**config.mk**
```make
export PLATFORM = sky130hd
export DESIGN_NAME = line_slot_sched
export DESIGN_NICKNAME = d
export VERILOG_FILES = /design/src/rtl/line_slot_pkg.sv /design/src/rtl/lsched_window_ctr.sv /design/src/rtl/lsched_slot_fsm.sv /design/src/rtl/lsched_fetch_addr.sv /design/src/rtl/line_slot_sched.sv
export SDC_FILE = /design/constraint.sdc
export NUM_CORES = 1
export LEC_CHECK = 0
export ABC_AREA = 1
export BUFFER_PORTS_ARGS = -buffer_cell sky130_fd_sc_hd__buf_2
export CORE_MARGIN = 5
export CORE_UTILIZATION = 51
export DETAILED_ROUTE_END_ITERATION = 8
export GPL_TIMING_DRIVEN = 0
export HOLD_SLACK_MARGIN = 0.02
export PLACE_DENSITY = 0.91
export RECOVER_POWER = 25
export SLEW_MARGIN = 10
export SYNTH_ARGS = -nofsm -noshare
export SYNTH_HDL_FRONTEND = slang
export SYNTH_SLANG_ARGS = --single-unit
```
**constraint.sdc**
```tcl
create_clock -name clk -period 3.4 [get_ports clk]
set_input_delay 1.02 -clock clk [delete_from_list [all_inputs] [get_ports clk]]
set_output_delay 1.02 -clock clk [all_outputs]
set_load 0.02 [all_outputs]
```
**src/rtl/line_slot_pkg.sv**
```systemverilog
package line_slot_pkg;

    localparam int LS_WINDOWS    = 172;
    localparam int LS_RFSH_HEAD  = 44;
    localparam int LS_TEXT_HEAD  = 47;
    localparam int LS_TEXT_COLS  = 40;
    localparam int LS_ADDR_W     = 14;
    localparam logic [LS_ADDR_W-1:0] LS_NAME_MASK = 14'h3C00;
    localparam logic [LS_ADDR_W-1:0] LS_GEN_MASK  = 14'h3800;

    typedef enum logic [1:0] {
        CMD_EXT  = 2'b00,
        CMD_RFSH = 2'b01,
        CMD_NAME = 2'b10,
        CMD_PAT  = 2'b11
    } slot_cmd_t;

    typedef enum logic [2:0] {
        S_HEAD,
        S_RFSH,
        S_RFSH_EXT,
        S_NAME,
        S_GAP,
        S_PAT,
        S_TAIL
    } slot_state_t;

endpackage

```
**src/rtl/lsched_window_ctr.sv**
```systemverilog
module lsched_window_ctr #(
    parameter int WINDOWS = 172,
    localparam int WIN_W = $clog2(WINDOWS)
) (
    input  logic             clk,
    input  logic             rst_n,
    input  logic             tick,
    output logic [WIN_W-1:0] win,
    output logic             at_first,
    output logic             at_last
);
    localparam logic [WIN_W-1:0] LAST = WIN_W'(WINDOWS - 1);

    always_ff @(posedge clk or negedge rst_n) begin
        if (!rst_n) begin
            win <= '0;
        end else if (tick) begin
            if (win == LAST) win <= '0;
            else             win <= win + 1'b1;
        end
    end

    assign at_first = (win == '0);
    assign at_last  = (win == LAST);

    // wrap after the final window
    p_wrap_r2: assert property (@(posedge clk) disable iff (!rst_n)
        (tick && at_last) |=> (win == '0));

    // no movement without an enable
    p_hold_r2: assert property (@(posedge clk) disable iff (!rst_n)
        !tick |=> $stable(win));

endmodule

```
**src/rtl/lsched_slot_fsm.sv**
```systemverilog
module lsched_slot_fsm
    import line_slot_pkg::*;
#(
    parameter int WINDOWS   = LS_WINDOWS,
    parameter int RFSH_HEAD = LS_RFSH_HEAD,
    parameter int TEXT_HEAD = LS_TEXT_HEAD,
    parameter int TEXT_COLS = LS_TEXT_COLS,
    localparam int WIN_W = $clog2(WINDOWS)
) (
    input  logic             clk,
    input  logic             rst_n,
    input  logic             tick,
    input  logic             line_text,
    input  logic [WIN_W-1:0] win,
    input  logic             at_first,
    input  logic             at_last,
    output logic [1:0]       cmd,
    output logic             host_slot,
    output logic             name_we,
    output logic             pat_we
);
    localparam int TEXT_END = TEXT_HEAD + 3 * TEXT_COLS - 1;
    localparam logic [WIN_W-1:0] RFSH_HEAD_LAST = WIN_W'(RFSH_HEAD - 1);
    localparam logic [WIN_W-1:0] TEXT_HEAD_LAST = WIN_W'(TEXT_HEAD - 1);
    localparam logic [WIN_W-1:0] TEXT_END_W     = WIN_W'(TEXT_END);

    slot_state_t state_q, state_d;
    logic        text_q;

    // line kind is captured on the tick that leaves window 0
    always_ff @(posedge clk or negedge rst_n) begin
        if (!rst_n)                 text_q <= 1'b0;
        else if (tick && at_first)  text_q <= line_text;
    end

    always_comb begin
        state_d = state_q;
        if (tick) begin
            unique case (state_q)
                S_HEAD: begin
                    if (at_first) begin
                        if (line_text && TEXT_HEAD == 1)       state_d = S_NAME;
                        else if (!line_text && RFSH_HEAD == 1) state_d = S_RFSH;
                    end else if (text_q && win == TEXT_HEAD_LAST) begin
                        state_d = S_NAME;
                    end else if (!text_q && win == RFSH_HEAD_LAST) begin
                        state_d = S_RFSH;
                    end
                end
                S_RFSH:     state_d = S_RFSH_EXT;
                S_RFSH_EXT: state_d = at_last ? S_HEAD : S_RFSH;
                S_NAME:     state_d = S_GAP;
                S_GAP:      state_d = S_PAT;
                S_PAT:      state_d = (win == TEXT_END_W) ? S_TAIL : S_NAME;
                S_TAIL:     state_d = at_last ? S_HEAD : S_TAIL;
                default:    state_d = S_HEAD;
            endcase
        end
    end

    always_ff @(posedge clk or negedge rst_n) begin
        if (!rst_n) state_q <= S_HEAD;
        else        state_q <= state_d;
    end

    always_comb begin
        cmd       = CMD_EXT;
        host_slot = 1'b0;
        name_we   = 1'b0;
        pat_we    = 1'b0;
        unique case (state_q)
            S_HEAD, S_RFSH_EXT, S_GAP, S_TAIL: begin
                cmd       = CMD_EXT;
                host_slot = 1'b1;
            end
            S_RFSH: cmd = CMD_RFSH;
            S_NAME: begin
                cmd     = CMD_NAME;
                name_we = tick;
            end
            S_PAT: begin
                cmd    = CMD_PAT;
                pat_we = tick;
            end
            default: begin
                cmd       = CMD_EXT;
                host_slot = 1'b1;
            end
        endcase
    end

    // a refresh window is always followed by a host window
    p_rfsh_pair_r3: assert property (@(posedge clk) disable iff (!rst_n)
        (tick && state_q == S_RFSH) |=> (state_q == S_RFSH_EXT));

    // a name fetch is followed by the gap window
    p_name_gap_r5: assert property (@(posedge clk) disable iff (!rst_n)
        (tick && state_q == S_NAME) |=> (state_q == S_GAP));

    // the closing host run lies past the fetch region
    p_tail_pos_r4: assert property (@(posedge clk) disable iff (!rst_n)
        (state_q == S_TAIL) |-> (win > TEXT_END_W));

    // refresh windows occur only on even window numbers
    p_rfsh_even_r3: assert property (@(posedge clk) disable iff (!rst_n)
        (state_q == S_RFSH) |-> (win[0] == 1'b0));

endmodule

```
**src/rtl/lsched_fetch_addr.sv**
```systemverilog
module lsched_fetch_addr
    import line_slot_pkg::*;
#(
    parameter int ADDR_W    = LS_ADDR_W,
    parameter int DATA_W    = 8,
    parameter int ROW_W     = 9,
    parameter int TEXT_COLS = LS_TEXT_COLS,
    localparam int COL_W = $clog2(TEXT_COLS + 1)
) (
    input  logic              clk,
    input  logic              rst_n,
    input  logic              tick,
    input  logic              at_first,
    input  logic [ROW_W-1:0]  line_row,
    input  logic [ADDR_W-1:0] name_base,
    input  logic [ADDR_W-1:0] gen_base,
    input  logic [DATA_W-1:0] mem_rdata,
    input  logic [1:0]        cmd,
    output logic [COL_W-1:0]  col_idx,
    output logic [ADDR_W-1:0] mem_addr
);
    logic [ROW_W-1:0]  row_q;
    logic [COL_W-1:0]  col_q;
    logic [DATA_W-1:0] name_q;
    logic [ADDR_W-1:0] row_term, name_addr, pat_addr;

    always_ff @(posedge clk or negedge rst_n) begin
        if (!rst_n) begin
            row_q  <= '0;
            col_q  <= '0;
            name_q <= '0;
        end else if (tick) begin
            if (at_first) begin
                row_q <= line_row;
                col_q <= '0;
            end else if (cmd == CMD_PAT) begin
                col_q <= col_q + 1'b1;
            end
            if (cmd == CMD_NAME) name_q <= mem_rdata;
        end
    end

    always_comb begin
        row_term  = ADDR_W'(row_q >> 3) * ADDR_W'(TEXT_COLS);
        name_addr = (name_base & (LS_NAME_MASK | row_term)) + ADDR_W'(col_q);
        pat_addr  = (gen_base & (LS_GEN_MASK | ADDR_W'(row_q[2:0])))
                  + (ADDR_W'(name_q) << 3);
        unique case (cmd)
            CMD_NAME: mem_addr = name_addr;
            CMD_PAT:  mem_addr = pat_addr;
            default:  mem_addr = '0;
        endcase
    end

    assign col_idx = col_q;

    // column index does not move between name fetch and the gap
    p_col_hold_r5: assert property (@(posedge clk) disable iff (!rst_n)
        (tick && cmd == CMD_NAME) |=> $stable(col_q));

endmodule

```
**src/rtl/line_slot_sched.sv**
```systemverilog
module line_slot_sched
    import line_slot_pkg::*;
#(
    parameter int WINDOWS   = LS_WINDOWS,
    parameter int RFSH_HEAD = LS_RFSH_HEAD,
    parameter int TEXT_HEAD = LS_TEXT_HEAD,
    parameter int TEXT_COLS = LS_TEXT_COLS,
    parameter int ADDR_W    = LS_ADDR_W,
    parameter int DATA_W    = 8,
    parameter int ROW_W     = 9,
    localparam int WIN_W = $clog2(WINDOWS),
    localparam int COL_W = $clog2(TEXT_COLS + 1)
) (
    input  logic              clk,
    input  logic              rst_n,
    input  logic              slot_tick,
    input  logic              line_text,
    input  logic [ROW_W-1:0]  line_row,
    input  logic [ADDR_W-1:0] name_base,
    input  logic [ADDR_W-1:0] gen_base,
    input  logic [DATA_W-1:0] mem_rdata,
    output logic [WIN_W-1:0]  win_idx,
    output logic [1:0]        slot_cmd,
    output logic              host_slot,
    output logic [WIN_W:0]    host_column,
    output logic [COL_W-1:0]  col_idx,
    output logic [ADDR_W-1:0] mem_addr,
    output logic              name_we,
    output logic              pat_we
);
    logic at_first, at_last;

    lsched_window_ctr #(.WINDOWS(WINDOWS)) u_ctr (
        .clk      (clk),
        .rst_n    (rst_n),
        .tick     (slot_tick),
        .win      (win_idx),
        .at_first (at_first),
        .at_last  (at_last)
    );

    lsched_slot_fsm #(
        .WINDOWS   (WINDOWS),
        .RFSH_HEAD (RFSH_HEAD),
        .TEXT_HEAD (TEXT_HEAD),
        .TEXT_COLS (TEXT_COLS)
    ) u_fsm (
        .clk       (clk),
        .rst_n     (rst_n),
        .tick      (slot_tick),
        .line_text (line_text),
        .win       (win_idx),
        .at_first  (at_first),
        .at_last   (at_last),
        .cmd       (slot_cmd),
        .host_slot (host_slot),
        .name_we   (name_we),
        .pat_we    (pat_we)
    );

    lsched_fetch_addr #(
        .ADDR_W    (ADDR_W),
        .DATA_W    (DATA_W),
        .ROW_W     (ROW_W),
        .TEXT_COLS (TEXT_COLS)
    ) u_addr (
        .clk       (clk),
        .rst_n     (rst_n),
        .tick      (slot_tick),
        .at_first  (at_first),
        .line_row  (line_row),
        .name_base (name_base),
        .gen_base  (gen_base),
        .mem_rdata (mem_rdata),
        .cmd       (slot_cmd),
        .col_idx   (col_idx),
        .mem_addr  (mem_addr)
    );

    assign host_column = {win_idx, 1'b0};

    // a fetch never names a column outside the text width
    p_col_range_r5: assert property (@(posedge clk) disable iff (!rst_n)
        (slot_cmd == CMD_NAME || slot_cmd == CMD_PAT) |-> (col_idx < COL_W'(TEXT_COLS)));

    // reset leaves the counter on window 0 in a host slot
    p_reset_r1: assert property (@(posedge clk)
        !rst_n |=> (win_idx == '0 && host_slot));

endmodule

```
==> impl_results.md, run 1 <==
- Top-area cell type share of the netlist area: 0.338
- CP Class: reg -> out
- Clock transition at path regs: approximately 0.070 ns
- Clock latency on the worst-skew pair: 0.28 ns
- Antenna Cells: 0
- CTS Buf Count: 5
- Critical path arrival: between 2 and 3 ns
- DR iter-0 viols: slightly above 90
- Synth cell types: 37
- Largest stage delay, worst path: between 0.5 and 0.6 ns
- Placed cell count: 484
- DR pass1 iterations: 4
- Crit end category: primary output
- Peak Freq: 266 MHz
- Post-Syn Area: approximately 0.0026 mm^2
- Pleak: 1.90 nW
- Worst VDD drop: between 0.0005 and 0.0006 V
- # nets final: ~500
- Leading post-synthesis cells by cell area: dfrtp_1 34%, nand2_1 14%, ha_1 6.8%, inv_1 6.2%, nand3_1 4.6%
- Top FF cell, synth: dfrtp_1
- Slowest CP cell: fa_1
- Slew @ Worst Pin: about 1.9 ns
- Root buf cell: clkbuf_8
- Core region area: roughly 0.0050 mm^2
- Fin crit share: 1.10
- GRT overflow: 0
- FF+latch count, synth: 35
- Post-route setup slack: -0.353 ns
- Worst reg2reg path depth: 9
- Area grow syn2layout: 29.2%
- Setup violators final: 7
- Syn Area/Cell: 7.70 um^2
- Final number of max-transition violations: 36
- Post-route ant nets: 0
- WHS Endpoint: u_addr.name_q[0]
- Register area share after synthesis: 0.338
- Max-Cap Viols: 1
- Post-Syn Nets: around 400
- Die ar.: 0.00661 mm^2
- Final WL: roughly 7100 um
- Status: finished, violations left
- Relative slew slack: -0.244
- Min-Delay Path Class: reg -> reg
- Top cells by instance count after synthesis: 97 x nand2_1, 43 x inv_1, 35 x dfrtp_1, 24 x nand3_1
- Crit path top cell by count: nand2_1
- Asr flop ratio synth: 1.00
- Hold Path Origin: u_addr.name_q[0]
- Number of remaining DRC errors: 0
- Die height: slightly above 80 um
- Worst r2r src: u_ctr.win[1]
- EDFF count, synth: 0
- CP bufs+invs: 3
- Pin count of the biggest net entering global routing: 36
- Via count: 2579
- Worst EP required: 2.38 ns
- Sink Count: 35
- Largest fanout on the critical path: 3
- Antenna violations before repair: 0
- Post-Layout Cell Count: 500
- PortBufs: 77
- Proportion of layout cells with a drive suffix above 1: 0.374
- Avg Vias per Cell: between 5 and 6
- First-pass GRT wire length: 11600 um
- Worst R2R Setup Slack: 1.63 ns
- Initial Utilization: 0.518
- Final Hold Fails: 0
- Crit path cell chain: ha_4 -> ha_4 -> fa_1 -> nand2_1 -> nor2_2 -> nand2_2 -> nor2_4 -> buf_4 -> nand3_1 -> nand2_1 -> inv_1 -> nand2_1 -> nand2_1 -> buf_6
- Floorplan row count: 26
- Area leader, netlist: dfrtp_1
- Failing checks: max-capacitance violations, max-slew violations, negative setup slack
- I/O pin total: between 90 and 100
- Post-Synthesis Cells: 337
- Max Clock Skew: 0.00124 ns
- Count leader, synth: nand2_1
- YS warnings: 0
- DIE WIDTH: 81.3 um
- Final hold slack: roughly 0.49 ns
- Htree depth: 2
- Area post-placement: about 0.0031 mm^2
- Design area: around 0.0034 mm^2
- Vias in the first global route: 2632
- CTS tree: built
- Clock buffer depth: 2
- Final worst path period need: ~3.8 ns
- Worst setup SP type: register
- Fillers: between 400 and 500
- Final Wtd Congestion: roughly 0.91
- WL/cell: ~14 um
- RSZ-0062 raised after global routing: yes
- PD cells: 753 mW/mm^2
- Cells on Worst Hold Path: 2
- CTS Hold Buffers Added: 0
- Total track usage: 0.228
- Total power: between 2 and 3 mW
- Largest delay share family, worst path: adder cells
- DP HPWL: roughly 5000 um
- R2r endpoint: u_addr.col_idx[2]
## layout make-up
class	instances	area (um^2)	share of cell area
clock buffer	6	82.6	0.0246
sequential	35	876	0.261
inverter	52	195	0.0582
buffer	15	111	0.0332
clock inverter	1	5.00	0.00149
multi-input combinational	235	1480	0.443
tap	70	87.6	0.0261
timing repair buffer	86	512	0.153
## repair_timing
action                                  4_1_cts  5_1_grt
pin swaps                                    11       11
buffers inserted                              9        2
endpoints found under the setup margin        8        8
gates resized for setup                      24       15
## sequential cells by signal, summed over array words and instances (netlist names)
| signal | count |
|---|---|
| u_addr.name_q | 8 |
| u_addr.col_idx | 6 |
| u_fsm.text_q | 1 |
| u_ctr.win | 8 |
| u_addr.row_q | 9 |
| u_fsm.state_q | 3 |
## stage by stage
stage	TNS, ns	util	setup slack, ns
after floorplan	0	-	0.0662
after global placement	-0.797	0.612	-0.203
after detailed placement	-1.11	0.612	-0.249
after CTS	-1.22	0.659	-0.239
after global routing	-2.83	0.669	-0.475
final	-1.90	0.669	-0.353
## power by group
part           total (mW)  switching, mW  internal (mW)
registers           0.799          0.209          0.589
logic                1.42          0.866          0.556
clock network       0.304          0.145          0.159
## per-layer routing
metal | global-route usage | vias up | share of wire
li1 | - | 1259 | -
met5 | 0 | - | 0
met3 | 0.0466 | 21 | 0.069
met4 | 0.105 | 0 | 0.030
met2 | 0.419 | 104 | 0.53
met1 | 0.249 | 1195 | 0.38
## worst max path at each step
stage / start / endpoint / slack [ns] / cells past startpoint
floorplan: name_base[3] / mem_addr[9] / 0.07 / 12
global placement: name_base[3] / mem_addr[9] / -0.20 / 14
detailed placement: name_base[3] / mem_addr[9] / -0.25 / 14
CTS: u_addr.row_q[6] / mem_addr[11] / -0.24 / 14
global route: u_addr.row_q[4] / mem_addr[11] / -0.47 / 14
finish: u_addr.row_q[4] / mem_addr[11] / -0.35 / 14
## worst reg2reg max path, delay by kind of cell, from the launching register on
kind	cells	cell delay, ns
adders and majority gates	1	0.20
DFF	1	0.43
and+or+nand+nor	6	0.83
buffers and inverters	2	0.22
## logic make-up (layout without fill, tap and decap cells)
logic type,count (synthesis),count (layout),share of synthesized area
AND/OR/NAND/NOR,170,170,0.324
adder cells (fa/ha/maj),16,16,0.0829
buffers and inverters,67,160,0.121
flip-flops,35,35,0.338
XOR/XNOR,7,7,0.0236
AO/OA/AOI/OAI,41,41,0.110
other,1,1,0.00145
## cells in the final DEF, fill, tap and decap left out, types with 7 or more instances in the layout
cell type	instances
buf_4	18
inv_2	10
ha_1	11
o21ai_0	11
nand2_1	93
o21ai_2	11
nand3_1	23
nand4_1	7
buf_2	69
a21oi_1	7
dfrtp_1	35
buf_6	12
nor2_1	12
inv_1	42
No activity file was read; power rests on OpenSTA's default activity.
==> inputs of run 2 (changes only) <==
--- a/config.mk
+++ b/config.mk
@@ -7,8 +7,10 @@
 export LEC_CHECK = 0
 export ABC_AREA = 1
 export BUFFER_PORTS_ARGS = -buffer_cell sky130_fd_sc_hd__buf_2
+export CELL_PAD_IN_SITES_DETAIL_PLACEMENT = 0
+export CELL_PAD_IN_SITES_GLOBAL_PLACEMENT = 1
 export CORE_MARGIN = 5
-export CORE_UTILIZATION = 51
+export CORE_UTILIZATION = 36
 export DETAILED_ROUTE_END_ITERATION = 8
 export GPL_TIMING_DRIVEN = 0
 export HOLD_SLACK_MARGIN = 0.02
==> run 2 against run 1 <==
Effect of this change: the run still ends with max-capacitance violations, max-slew violations, negative setup slack left; critical path depth decreased by 1; worst setup slack improved by 0.15 ns; clock skew up 0.0022 ns; non-clock buffer count fell by 1; combinational power about the same; global-route usage decreased by 7.7 points; core utilization is 20 points lower; critical endpoint is now mem_addr[13]; largest cell class unchanged; highest routed layer unchanged.
==> impl_results.md, run 2 (synthesized netlist as in run 1, its figures left out) <==
- Status: finished, violations left (unchanged)
- Failing checks: max-capacitance violations, max-slew violations, negative setup slack (unchanged)
- Root buf cell: clkbuf_8 (unchanged)
- Area grow syn2layout: 28.8% (was 29.2%)
- Fillers: 757 (was 414)
- Most frequent cells in the layout: 93 x nand2_1, 70 x buf_2, 43 x inv_1 (was 93 x nand2_1, 69 x buf_2, 42 x inv_1)
- CP bufs+invs: 2 (was 3)
- Critical path arrival: 2.58 ns (was 2.73 ns)
- # nets final: 494 (was 495)
- Worst EP required: 2.38 ns (about the same)
- Final WL: 6550 um (was 7060 um)
- Placed cell count: 513 (was 484)
- WL/cell: 12.4 um (was 14.1 um)
- Total track usage: 0.151 (was 0.228)
- Pre-CTS WS: -0.207 ns (was -0.249 ns)
- Final core occ: 0.468 (was 0.669)
- Proportion of layout cells with a drive suffix above 1: 0.365 (was 0.374)
- Final hold slack: 0.473 ns (was 0.486 ns)
- Logic pwr share: 0.564 (was 0.563)
- Floorplan row count: 31 (was 26)
- Clock transition at path regs: 0.07 ns (about the same)
- Post-route setup slack: -0.203 ns (was -0.353 ns)
- Relative slew slack: -0.273 (was -0.244)
- I/O pin total: 91 (unchanged)
- DR iter-0 viols: 71 (was 91)
- Routing usage on met1: 0.183 (was 0.249)
- Final Hold Fails: 0 (unchanged)
- Antenna Cells: 0 (unchanged)
- Worst VDD drop: 0.000440 V (was 0.000533 V)
- Final number of max-transition violations: 36 (unchanged)
- Max Clock Skew: 0.00348 ns (was 0.00124 ns)
- Final Wtd Congestion: 0.851 (was 0.913)
- First-pass GRT wire length: 10700 um (was 11600 um)
- Die ar.: 0.00901 mm^2 (was 0.00661 mm^2)
- Post-Layout Cell Count: 529 (was 500)
- Final worst path period need: 3.60 ns (was 3.75 ns)
- Crit path cell chain: ha_1 -> ha_2 -> fa_1 -> nand2_2 -> nor2_4 -> nand2_2 -> nor2_4 -> inv_2 -> nor2_4 -> nand3_2 -> nand3_1 -> nand2_1 -> buf_6 (was ha_4 -> ha_4 -> fa_1 -> nand2_1 -> nor2_2 -> nand2_2 -> nor2_4 -> buf_4 -> nand3_1 -> nand2_1 -> inv_1 -> nand2_1 -> nand2_1 -> buf_6)
- Antenna violations before repair: 0 (unchanged)
- Crit path top cell by count: nor2_4 (was nand2_1)
- Avg Vias per Cell: 4.70 (was 5.16)
- Setup violators final: 7 (unchanged)
- Clock buffer depth: 2 (unchanged)
- Regs by FF count: u_addr.row_q: 9 flops, u_addr.name_q: 8 flops, u_ctr.win: 8 flops (unchanged)
- Via count: 2485 (was 2579)
- Core region area: 0.00714 mm^2 (was 0.00501 mm^2)
- Slew @ Worst Pin: 1.91 ns (was 1.87 ns)
- Largest stage delay, worst path: 0.49 ns (was 0.54 ns)
- Max reg flops: 9 (unchanged)
- Grt peak-use layer: met2 (unchanged)
- Seq pwr share: 0.319 (was 0.316)
- DIE WIDTH: 94.9 um (was 81.3 um)
- CP Class: reg -> out (unchanged)
- PortBufs: 77 (unchanged)
- Crit end category: primary output (unchanged)
- Die height: 94.9 um (was 81.3 um)
- Fin crit share: 1.06 (was 1.10)
- Total power: 2.48 mW (was 2.52 mW)
- Pleak: 1.90 nW (about the same)
- Clk pwr share: 0.117 (was 0.121)
- Commonest non-fill, non-tap cell in the layout: nand2_1 (unchanged)
- CTS Hold Buffers Added: 0 (unchanged)
- Clock latency on the worst-skew pair: 0.29 ns (was 0.28 ns)
- Met2 Use GR: 0.264 (was 0.419)
- CTS tree: built (unchanged)
- DP HPWL: 5120 um (was 4990 um)
- Sink Count: 35 (unchanged)
- RSZ-0062 raised after global routing: yes (unchanged)
- Pin count of the biggest net entering global routing: 36 (unchanged)
- Switching Fraction: 0.483 (about the same)
- Worst setup SP type: register (unchanged)
- Peak Freq: 278 MHz (was 266 MHz)
- Largest delay share family, worst path: adder cells (unchanged)
- Met3 Track Usage GR: 0.0414 (was 0.0466)
- Initial Utilization: 0.364 (was 0.518)
- GRT overflow: 0 (unchanged)
- Largest Register: u_addr.row_q (unchanged)
- Cell-internal power: 1.28 mW (was 1.30 mW)
- Htree depth: 2 (unchanged)
- Largest fanout on the critical path: 3 (unchanged)
- Post-route ant nets: 0 (unchanged)
- Slowest CP cell: fa_1 (unchanged)
- Number of remaining DRC errors: 0 (unchanged)
- Net Switching: 1.20 mW (was 1.22 mW)
- CTS Buf Count: 5 (unchanged)
- Min-Delay Path Class: reg -> reg (unchanged)
- Vias in the first global route: 2415 (was 2632)
- DR pass1 iterations: 4 (unchanged)
- PD cells: 742 mW/mm^2 (was 753 mW/mm^2)
- Max-Cap Viols: 1 (unchanged)
-- run 2: through the flow --
| stage | setup TNS, ns | instance area, um^2 |
|---|---|---|
| 2_1_floorplan | 0 | 2590 |
| 3_3_place_gp | -1.00 | 3100 |
| 3_5_place_dp | -0.958 | 3100 |
| 4_1_cts | -1.29 | 3300 |
| 5_1_grt | -2.03 | 3340 |
| 6_report | -1.09 | 3340 |
-- run 2: what timing repair did --
item,4_1_cts,5_1_grt
pin swaps,9,3
resized for setup,21,10
endpoints found under the setup margin,8,9
setup buffers,6,2
cloned,0,0
-- run 2: final cells by class --
type | count | area, um^2 | share of cell area
multi-input cells | 235 | 1460 | 0.437
flip-flops and latches | 35 | 876 | 0.262
well taps | 99 | 124 | 0.0371
repair buffers | 85 | 487 | 0.146
inverters | 52 | 195 | 0.0584
plain buffers | 15 | 119 | 0.0356
clock inverters | 1 | 5.00 | 0.00150
clock buffers | 7 | 76.3 | 0.0228
-- run 2: final timing paths --
kind | start | endpoint | slack [ns] | depth (start not counted)
setup / recovery | u_addr.row_q[4] | mem_addr[13] | -0.20 | 13
max in group asynchronous | rst_n | u_addr.row_q[1] | 1.05 | 1
setup reg to reg | u_ctr.win[1] | u_addr.col_idx[2] | 1.68 | 9
min in group asynchronous | rst_n | u_ctr.win[0] | 1.25 | 1
hold reg to reg | u_addr.name_q[7] | u_addr.name_q[7] | 0.47 | 2
hold / removal | u_addr.name_q[7] | u_addr.name_q[7] | 0.47 | 2
-- run 2: worst reg2reg max path, stage by stage (launching register included) --
cell	delay, ns
dfrtp_1	0.42
inv_1	0.15
ha_1	0.20
inv_1	0.07
nor4_2	0.22
nand3_2	0.22
nand2_2	0.17
nand3_1	0.08
nand2_1	0.06
nor2_1	0.03
-- run 2: layer usage --
layer | wire length, um | up-vias
met3 | 500 | 5
met2 | 3290 | 73
met4 | 53 | 0
li1 | - | 1260
met1 | 2710 | 1147
met5 | 0 | -
-- run 2: power groups by stage --
| stage | sequential, mW | clock, mW | combinational (mW) |
|---|---|---|---|
| CTS | 0.790 | 0.301 | 1.38 |
| finish | 0.791 | 0.291 | 1.40 |
| global placement | 0.792 | 0 | 1.29 |
| detailed placement | 0.798 | 0 | 1.31 |
| global route | 0.820 | 0.324 | 1.56 |
| floorplan | 0.831 | 0 | 0.890 |
